File: config.mk
export PLATFORM = sky130hd
export DESIGN_NAME = irq_rset_switch
export DESIGN_NICKNAME = d
export VERILOG_FILES = /design/src/rtl/irq_rset_pkg.sv /design/src/rtl/irq_status_compose.sv /design/src/rtl/irq_save_route.sv /design/src/rtl/irq_rset_switch.sv
export SDC_FILE = /design/constraint.sdc
export NUM_CORES = 1
export LEC_CHECK = 0
export ABC_CLOCK_PERIOD_IN_PS = 2300
export BUFFER_PORTS_ARGS = -buffer_cell sky130_fd_sc_hd__buf_2
export CELL_PAD_IN_SITES_DETAIL_PLACEMENT = 2
export CELL_PAD_IN_SITES_GLOBAL_PLACEMENT = 2
export CORE_MARGIN = 2
export CORE_UTILIZATION = 23
export DETAILED_ROUTE_END_ITERATION = 16
export HOLD_SLACK_MARGIN = 0.08
export PLACE_DENSITY_LB_ADDON = 0.25
export SKIP_LAST_GASP = 1
export SYNTH_ARGS = -nofsm -noshare
export SYNTH_HDL_FRONTEND = slang
export SYNTH_SLANG_ARGS = --single-unit
File: constraint.sdc
create_clock -name clk -period 2.3 [get_ports clk]
set_input_delay 0.345 -clock clk [delete_from_list [all_inputs] [get_ports clk]]
set_output_delay 0.345 -clock clk [all_outputs]
set_load 0.005 [all_outputs]
File: src/rtl/irq_rset_pkg.sv
package irq_rset_pkg;
  localparam int ST_W   = 32;
  localparam int RS_W   = 6;
  localparam int LVL_W  = 6;
  localparam int B_USER = 0;
  localparam int B_EXC  = 1;
  localparam int B_HND  = 2;
  localparam int B_NMI  = 3;
  localparam int B_RSIE = 4;
  localparam int B_CHG  = 5;
  localparam int F_LVL  = 6;
  localparam int F_CUR  = 12;
  localparam int F_PREV = 18;

  typedef struct packed {
    logic [RS_W-1:0]  set;
    logic [LVL_W-1:0] level;
    logic             nmi;
  } irq_req_t;
endpackage

File: src/rtl/irq_status_compose.sv
module irq_status_compose
  import irq_rset_pkg::*;
(
  input  logic [ST_W-1:0] old_status,
  input  irq_req_t        req,
  output logic [ST_W-1:0] new_status
);
  always_comb begin
    new_status = old_status;
    new_status[F_CUR +: RS_W]  = req.set;
    new_status[F_LVL +: LVL_W] = req.level;
    new_status[B_NMI]  = req.nmi;
    new_status[B_RSIE] = 1'b0;
    new_status[B_USER] = 1'b0;
    new_status[B_HND]  = 1'b1;
    if (!old_status[B_EXC])
      new_status[F_PREV +: RS_W] = old_status[F_CUR +: RS_W];
  end
endmodule

File: src/rtl/irq_save_route.sv
module irq_save_route
  import irq_rset_pkg::*;
#(
  parameter int PC_W = 32
) (
  input  logic [ST_W-1:0] old_status,
  input  logic [RS_W-1:0] tgt_set,
  input  logic [PC_W-1:0] old_pc,
  output logic            es_en,
  output logic            ss_en,
  output logic [ST_W-1:0] ss_val,
  output logic            ea_en,
  output logic [PC_W-1:0] ea_val
);
  localparam logic [PC_W-1:0] STEP = PC_W'(4);
  logic save_ok;
  logic to_base;
  assign save_ok = !old_status[B_EXC];
  assign to_base = (tgt_set == '0);

  always_comb begin
    es_en  = save_ok && to_base;
    ss_en  = save_ok && !to_base;
    ss_val = old_status;
    if (tgt_set != old_status[F_CUR +: RS_W])
      ss_val[B_CHG] = 1'b1;
    ea_en  = save_ok;
    ea_val = old_pc + STEP;
  end
endmodule

File: src/rtl/irq_rset_switch.sv
module irq_rset_switch
  import irq_rset_pkg::*;
#(
  parameter int PC_W = 32
) (
  input  logic                    clk,
  input  logic                    rst_n,
  input  logic                    req_valid,
  output logic                    req_ready,
  input  logic [RS_W-1:0]         req_set,
  input  logic [LVL_W-1:0]        req_level,
  input  logic                    req_nmi,
  input  logic [PC_W-1:0]         req_handler,
  input  logic [ST_W-1:0]         cur_status,
  input  logic [PC_W-1:0]         cur_pc,
  output logic                    ack,
  output logic                    status_we,
  output logic [ST_W-1:0]         status_data,
  output logic                    estatus_we,
  output logic [ST_W-1:0]         estatus_data,
  output logic                    sstat_we,
  output logic [RS_W-1:0]         sstat_set,
  output logic [ST_W-1:0]         sstat_data,
  output logic                    sea_we,
  output logic [RS_W-1:0]         sea_set,
  output logic [PC_W-1:0]         sea_data,
  output logic                    pc_we,
  output logic [PC_W-1:0]         pc_data
);
  irq_req_t        req_w;
  logic            take;
  logic [ST_W-1:0] nxt_status;
  logic            es_en, ss_en, ea_en;
  logic [ST_W-1:0] ss_val;
  logic [PC_W-1:0] ea_val;
  logic            commit_q;

  assign req_w     = '{set: req_set, level: req_level, nmi: req_nmi};
  assign req_ready = !commit_q;
  assign take      = req_valid && req_ready;
  assign ack       = commit_q;

  irq_status_compose u_compose (
    .old_status (cur_status),
    .req        (req_w),
    .new_status (nxt_status)
  );

  irq_save_route #(.PC_W(PC_W)) u_route (
    .old_status (cur_status),
    .tgt_set    (req_set),
    .old_pc     (cur_pc),
    .es_en      (es_en),
    .ss_en      (ss_en),
    .ss_val     (ss_val),
    .ea_en      (ea_en),
    .ea_val     (ea_val)
  );

  always_ff @(posedge clk) begin
    if (!rst_n) begin
      commit_q   <= 1'b0;
      status_we  <= 1'b0;
      estatus_we <= 1'b0;
      sstat_we   <= 1'b0;
      sea_we     <= 1'b0;
      pc_we      <= 1'b0;
    end else begin
      commit_q   <= take;
      status_we  <= take;
      pc_we      <= take;
      estatus_we <= take && es_en;
      sstat_we   <= take && ss_en;
      sea_we     <= take && ea_en;
    end
  end

  always_ff @(posedge clk) begin
    if (!rst_n) begin
      status_data  <= '0;
      estatus_data <= '0;
      sstat_set    <= '0;
      sstat_data   <= '0;
      sea_set      <= '0;
      sea_data     <= '0;
      pc_data      <= '0;
    end else if (take) begin
      status_data  <= nxt_status;
      estatus_data <= cur_status;
      sstat_set    <= req_set;
      sstat_data   <= ss_val;
      sea_set      <= req_set;
      sea_data     <= ea_val;
      pc_data      <= req_handler;
    end
  end
endmodule

==> results.json, run 1 <==
{
  "yosysWarnings": 0,
  "p_leak_uw": 0.003308,
  "endpoint_kind": "flop",
  "async_reset_ff_share_pct": 0,
  "cts_resized": 0,
  "hold_path.class": "input pin to flop",
  "drcViolationCount": 0,
  "required_ps": 2600,
  "io_buffers": 288,
  "seqPwrFrac_pct": 41.6,
  "post-route-min-period_ps": 1661,
  "die_w_um": 154.6,
  "finalCritPeriodShare_pct": 72.20,
  "cpPeakStageDelay_ps": 370,
  "grt_pass1_vias": 5328,
  "status": "finished, final reports clean",
  "ys_seq_area_share_pct": 46.42,
  "postPlaceCellArea_um2": 6533,
  "slowest_stage": "dfxtp_1",
  "cts_buffers": 17,
  "die_area_um2": 23910,
  "setup_viol": 0,
  "p_comb_share_pct": 13.1,
  "track_usage_pct": 15.62,
  "postCtsSetupBuffers": 0,
  "pwr_density_cell_nw_per_um2": 784.3,
  "critPathKind": "flop to flop",
  "utilization_pct": 31.60,
  "final_nets": 979,
  "grt_antenna_before_repair": 1,
  "final_cell_mix": "288 x buf_2, 169 x nand2_1, 121 x dfxtp_1",
  "clock_power_share_pct": 45.3,
  "syn2layout_area_growth_pct": 35.82,
  "ys_types": 43,
  "grt_max_degree": 90,
  "htreeDepth": 4,
  "start_util_pct": 23.26,
  "max-cap-violations": 0,
  "timing.fmax_mhz": 602.2,
  "die_h_um": 154.6,
  "p_sw_uw": 1580,
  "detail-route-antenna-nets": 0,
  "worstMarginPinSlew_ps": 620.5,
  "overflow": 0,
  "hold_viol_final": 0,
  "synthCells": 649,
  "synth_edf_count": 0,
  "drtPass1Iterations": 4,
  "clk_latency_ps": 420,
  "cts_sinks": 121,
  "clock_skew_ps": 9.400,
  "rows": 55,
  "crit_chain": "nand2b_2 -> nor4_1 -> nand4_1 -> o221a_2",
  "ctsHoldBuffers": 0,
  "wire_per_inst_um": 16.33,
  "slew_headroom_pct": 58.63,
  "maxSlewViolCount": 0,
  "dr.first_iter.drc_count": 94,
  "core-area_um2": 22430,
  "finalSetupTns_ps": 0,
  "crit_arrival_ps": 1960,
  "synth_ff_type": "dfxtp_1",
  "rsz0062_at_grt": "false",
  "clock_tree.buffer_depth": 2,
  "grt_pass1_wl_mm": 29.42,
  "clk_pin_slew_worst_paths_ps": 60,
  "ioPinCount": 291,
  "internal_power_uw": 3979,
  "via_per_inst": 4.506,
  "cts_root_buf": "clkbuf_16",
  "wl_mm": 19.03,
  "post_synth_instance_area_um2": 5219,
  "layout_commonest_cell": "buf_2",
  "startpoint_type": "flop",
  "peakVddDrop_mv": 0.4339,
  "cts_tree": "done",
  "gp_congestion": 0.7950,
  "drive_above_1_share_pct": 38.79,
  "vias": 5249,
  "postSynthAreaPerCell_um2": 8.041,
  "ys_seq_elements": 121,
  "swShare_pct": 28.42,
  "fin_area_um2": 7088,
  "hpwlAfterDp_mm": 14.10,
  "crit_fanout": 6
}
-- per-layer routing --
metal  global-route usage, %  vias to the layer above  share of wire, %
li1                        -                     2594                 -
met1                   18.39                     2469                43
met2                   26.79                      167                48
met3                   5.099                       19               7.3
met4                   5.247                        0               1.7
met5                       0                        -                 0
-- worst max-delay path: cells and delay by family, from the launching register on --
family | cells | cell delay, ps
simple gates | 3 | 870
flops | 1 | 370
compound gates | 1 | 300
-- metrics by stage --
stage | instances | hold WS, ps | worst slack (ps) | total power [uW]
floorplan | 650 | 420.6 | 472.3 | 2735
global placement | 1132 | 440.3 | 228.2 | 3093
detailed placement | 1132 | 445.4 | 200.2 | 3110
CTS | 1164 | 126.1 | 583.3 | 5681
global route | 1164 | 133.5 | 503.7 | 5864
finish | 1165 | 142.7 | 639.3 | 5559
-- cell families after synthesis --
logic type | after synthesis | synth area share, %
and+or+nand+nor | 240 | 20.45
AOI/OAI and AO/OA | 156 | 16.90
DFF | 121 | 46.42
buffers and inverters | 108 | 12.08
xor gates and xnor gates | 16 | 2.685
muxes | 6 | 1.151
adders and majority gates | 1 | 0.2397
other | 1 | 0.07186
-- worst paths after layout --
| kind | start | end | slack, ps | depth (start not counted) |
|---|---|---|---|---|
| setup reg to reg | ack | sstat_data[5] | 640 | 4 |
| hold reg to reg | pc_data[4] | pc_data[4] | 450 | 2 |
| hold / removal | cur_pc[2] | sea_data[2] | 140 | 2 |
| setup / recovery | ack | sstat_data[5] | 640 | 4 |
-- synth_stat cells (all sizes together) (5+ instances only) --
cell type | instances | share of area [%]
or4 | 15 | 2.2
a31oi | 15 | 1.8
xor2 | 9 | 1.5
nand4 | 7 | 0.96
dfxtp | 121 | 46
o31ai | 12 | 1.7
mux2i | 6 | 1.2
buf | 67 | 9.1
clkbuf | 35 | 2.5
a211oi | 11 | 1.6
nand3 | 10 | 0.96
nor2 | 17 | 1.2
xnor2 | 7 | 1.2
nand2 | 169 | 12
or3 | 5 | 0.60
a21oi | 86 | 8.2
o21ai | 26 | 2.5
-- cell type report --
type	instances	area, um^2
fillers	2690	15350
flip-flops and latches	121	2422
multi-input cells	421	2180
repair buffers	299	1549
clock buffers	18	439.2
well taps	285	356.6
clock inverters	14	113.9
inverters	6	25.02
diodes	1	2.502
-- registers in the layout, indices dropped and copies added, names as in the netlist --
register and flops:
ack 1, sstat_data 1, status_data 15, sstat_we 1
pc_data 32, sea_set 5, sea_data 32, estatus_we 1
sea_we 1, estatus_data 32
-- power by group through the flow --
stage	clock [uW]	sequential [uW]	combinational, uW
2_1_floorplan	0	2360	371
3_3_place_gp	0	2350	739
3_5_place_dp	0	2360	750
4_1_cts	2620	2310	751
5_1_grt	2710	2330	821
6_report	2520	2310	729
No activity file was read; power rests on OpenSTA's default activity.
==> run 2, diff against run 1 <==
Settings changed: ABC_CLOCK_PERIOD_IN_PS 2300 to 1600.
Clock period 2.3 ns to 1.6 ns, I/O delays scaled along.
==> results.json, run 2 (synthesis results as in run 1) <==
{
  "dp.cells": 1167,
  "p_comb_share_pct": 15.0,
  "crit_chain": "buf_2 -> nand4_1 -> or4_1 -> buf_4 -> or4_1 -> a31oi_1",
  "critPathKind": "input pin to flop",
  "clk_latency_ps": 410,
  "total_power_uw": 8663,
  "wire_per_inst_um": 16.93,
  "status": "finished, final reports clean",
  "p_sw_uw": 2277,
  "gp_congestion": 0.7318,
  "max-cap-violations": 0,
  "r2r_cells": 5,
  "htreeDepth": 4,
  "clock_tree.buffer_depth": 2,
  "setup_viol": 0,
  "rsz0062_at_grt": "false",
  "cts_sinks": 121,
  "crit_fanout": 17,
  "finalCritPeriodShare_pct": 92.93,
  "overflow": 0,
  "clk_pin_slew_worst_paths_ps": 60,
  "endpoint_kind": "flop",
  "via_per_inst": 4.539,
  "final_nets": 1083,
  "dr.first_iter.drc_count": 130,
  "drcViolationCount": 0,
  "grt_pass1_wl_mm": 32.87,
  "rows": 55,
  "clock_power_share_pct": 46.7,
  "startpoint_type": "input pin",
  "final_cell_mix": "288 x buf_2, 169 x nand2_1, 121 x dfxtp_1",
  "ioPinCount": 291,
  "hold_path.class": "input pin to flop",
  "crit_start": "cur_pc[11]",
  "cts_root_buf": "clkbuf_16",
  "swShare_pct": 26.29,
  "slowest_stage": "or4_1",
  "crit_path_end": "sea_data[28]",
  "die_w_um": 154.6,
  "track_usage_pct": 17.44,
  "start_util_pct": 23.26,
  "r2r_setup_slack_ps": 130,
  "reg.largest.list": "estatus_data x32, pc_data x32, sea_data x32",
  "layout.cells.non_filler": 1270,
  "core-area_um2": 22430,
  "peakVddDrop_mv": 0.5782,
  "required_ps": 1940,
  "vias": 5765,
  "die_area_um2": 23910,
  "crit_arrival_ps": 1830,
  "io_buffers": 288,
  "layout_commonest_cell": "buf_2",
  "wl_mm": 21.50,
  "regToRegStartpoint": "ack",
  "drtPass1Iterations": 4,
  "grt_max_degree": 69,
  "hold_viol_final": 0,
  "post-route-min-period_ps": 1487,
  "internal_power_uw": 6385,
  "drive_above_1_share_pct": 38.45,
  "hpwlAfterDp_mm": 14.38,
  "cts_buffers": 17,
  "path_common_cell": "or4_1",
  "timing.fmax_mhz": 672.6,
  "die_h_um": 154.6,
  "postCtsSetupBuffers": 0,
  "grt_antenna_before_repair": 3,
  "grt_pass1_vias": 5959,
  "p_leak_uw": 0.003810,
  "cpPeakStageDelay_ps": 510,
  "maxSlewViolCount": 0,
  "pwr_density_cell_nw_per_um2": 1059,
  "cts_tree": "done",
  "detail-route-antenna-nets": 0,
  "syn2layout_area_growth_pct": 56.70,
  "reg2reg_to": "pc_data[2]",
  "seqPwrFrac_pct": 38.4,
  "clock_skew_ps": 5.822
}
-- run 2: per-stage QoR --
step | setup WS, ps | cell area, um^2 | hold WS [ps] | util [%] | TNS, ps
6_report | 113.2 | 8178 | 105.7 | 36.45 | 0
5_1_grt | 4.931 | 8175 | 99.33 | 36.44 | 0
4_1_cts | 78.34 | 8140 | 82.91 | 36.29 | 0
3_5_place_dp | -320.4 | 6838 | 445.6 | 30.48 | -3175
3_3_place_gp | -298.7 | 6838 | 440.8 | 30.48 | -2759
2_1_floorplan | -122.7 | 5229 | 315.6 | - | -441.7
-- run 2: power groups by stage --
stage,Sequential (uW),Combinational (uW),Clock [uW]
floorplan,3400,533,0
global placement,3380,1120,0
detailed placement,3390,1140,0
CTS,3330,1280,4170
global route,3350,1440,4300
finish,3320,1300,4040
-- run 2: worst min-delay path by stage --
stage,startpoint,endpoint,cells after the start
global placement,pc_data[13],pc_data[13],2
global route,req_set[3],sea_set[3],3
detailed placement,pc_data[13],pc_data[13],2
CTS,cur_status[14],estatus_data[14],3
floorplan,req_set[4],estatus_we,1
finish,cur_status[14],estatus_data[14],3
-- run 2: metal layers --
metal / GRT usage [%] / up-vias / routed length, um
li1: - / 2802 / -
met5: 0 / - / 13
met2: 30.29 / 179 / 10660
met4: 5.511 / 2 / 403
met3: 5.940 / 24 / 1455
met1: 20.20 / 2758 / 8961
-- run 2: repair_timing --
action | CTS | global route
endpoints found under the hold margin | 67 | 0
resized for setup | 0 | 1
hold buffers | 68 | 0
setup endpoints to repair | 0 | 24
-- run 2: area by class of cell --
class,instances,area [um^2]
Sequential cell,121,2422
Tap cell,285,356.6
Timing Repair Buffer,403,2562
Inverter,6,25.02
Fill cell,2605,14260
Clock buffer,19,452.9
Antenna cell,2,5.005
Multi-Input combinational cell,421,2185
Clock inverter,13,168.9
-- run 2: critical path, delay by kind of cell --
family,cells,cell delay [ps]
buf+inv,2,300
compound gates,1,160
simple gates,3,1120
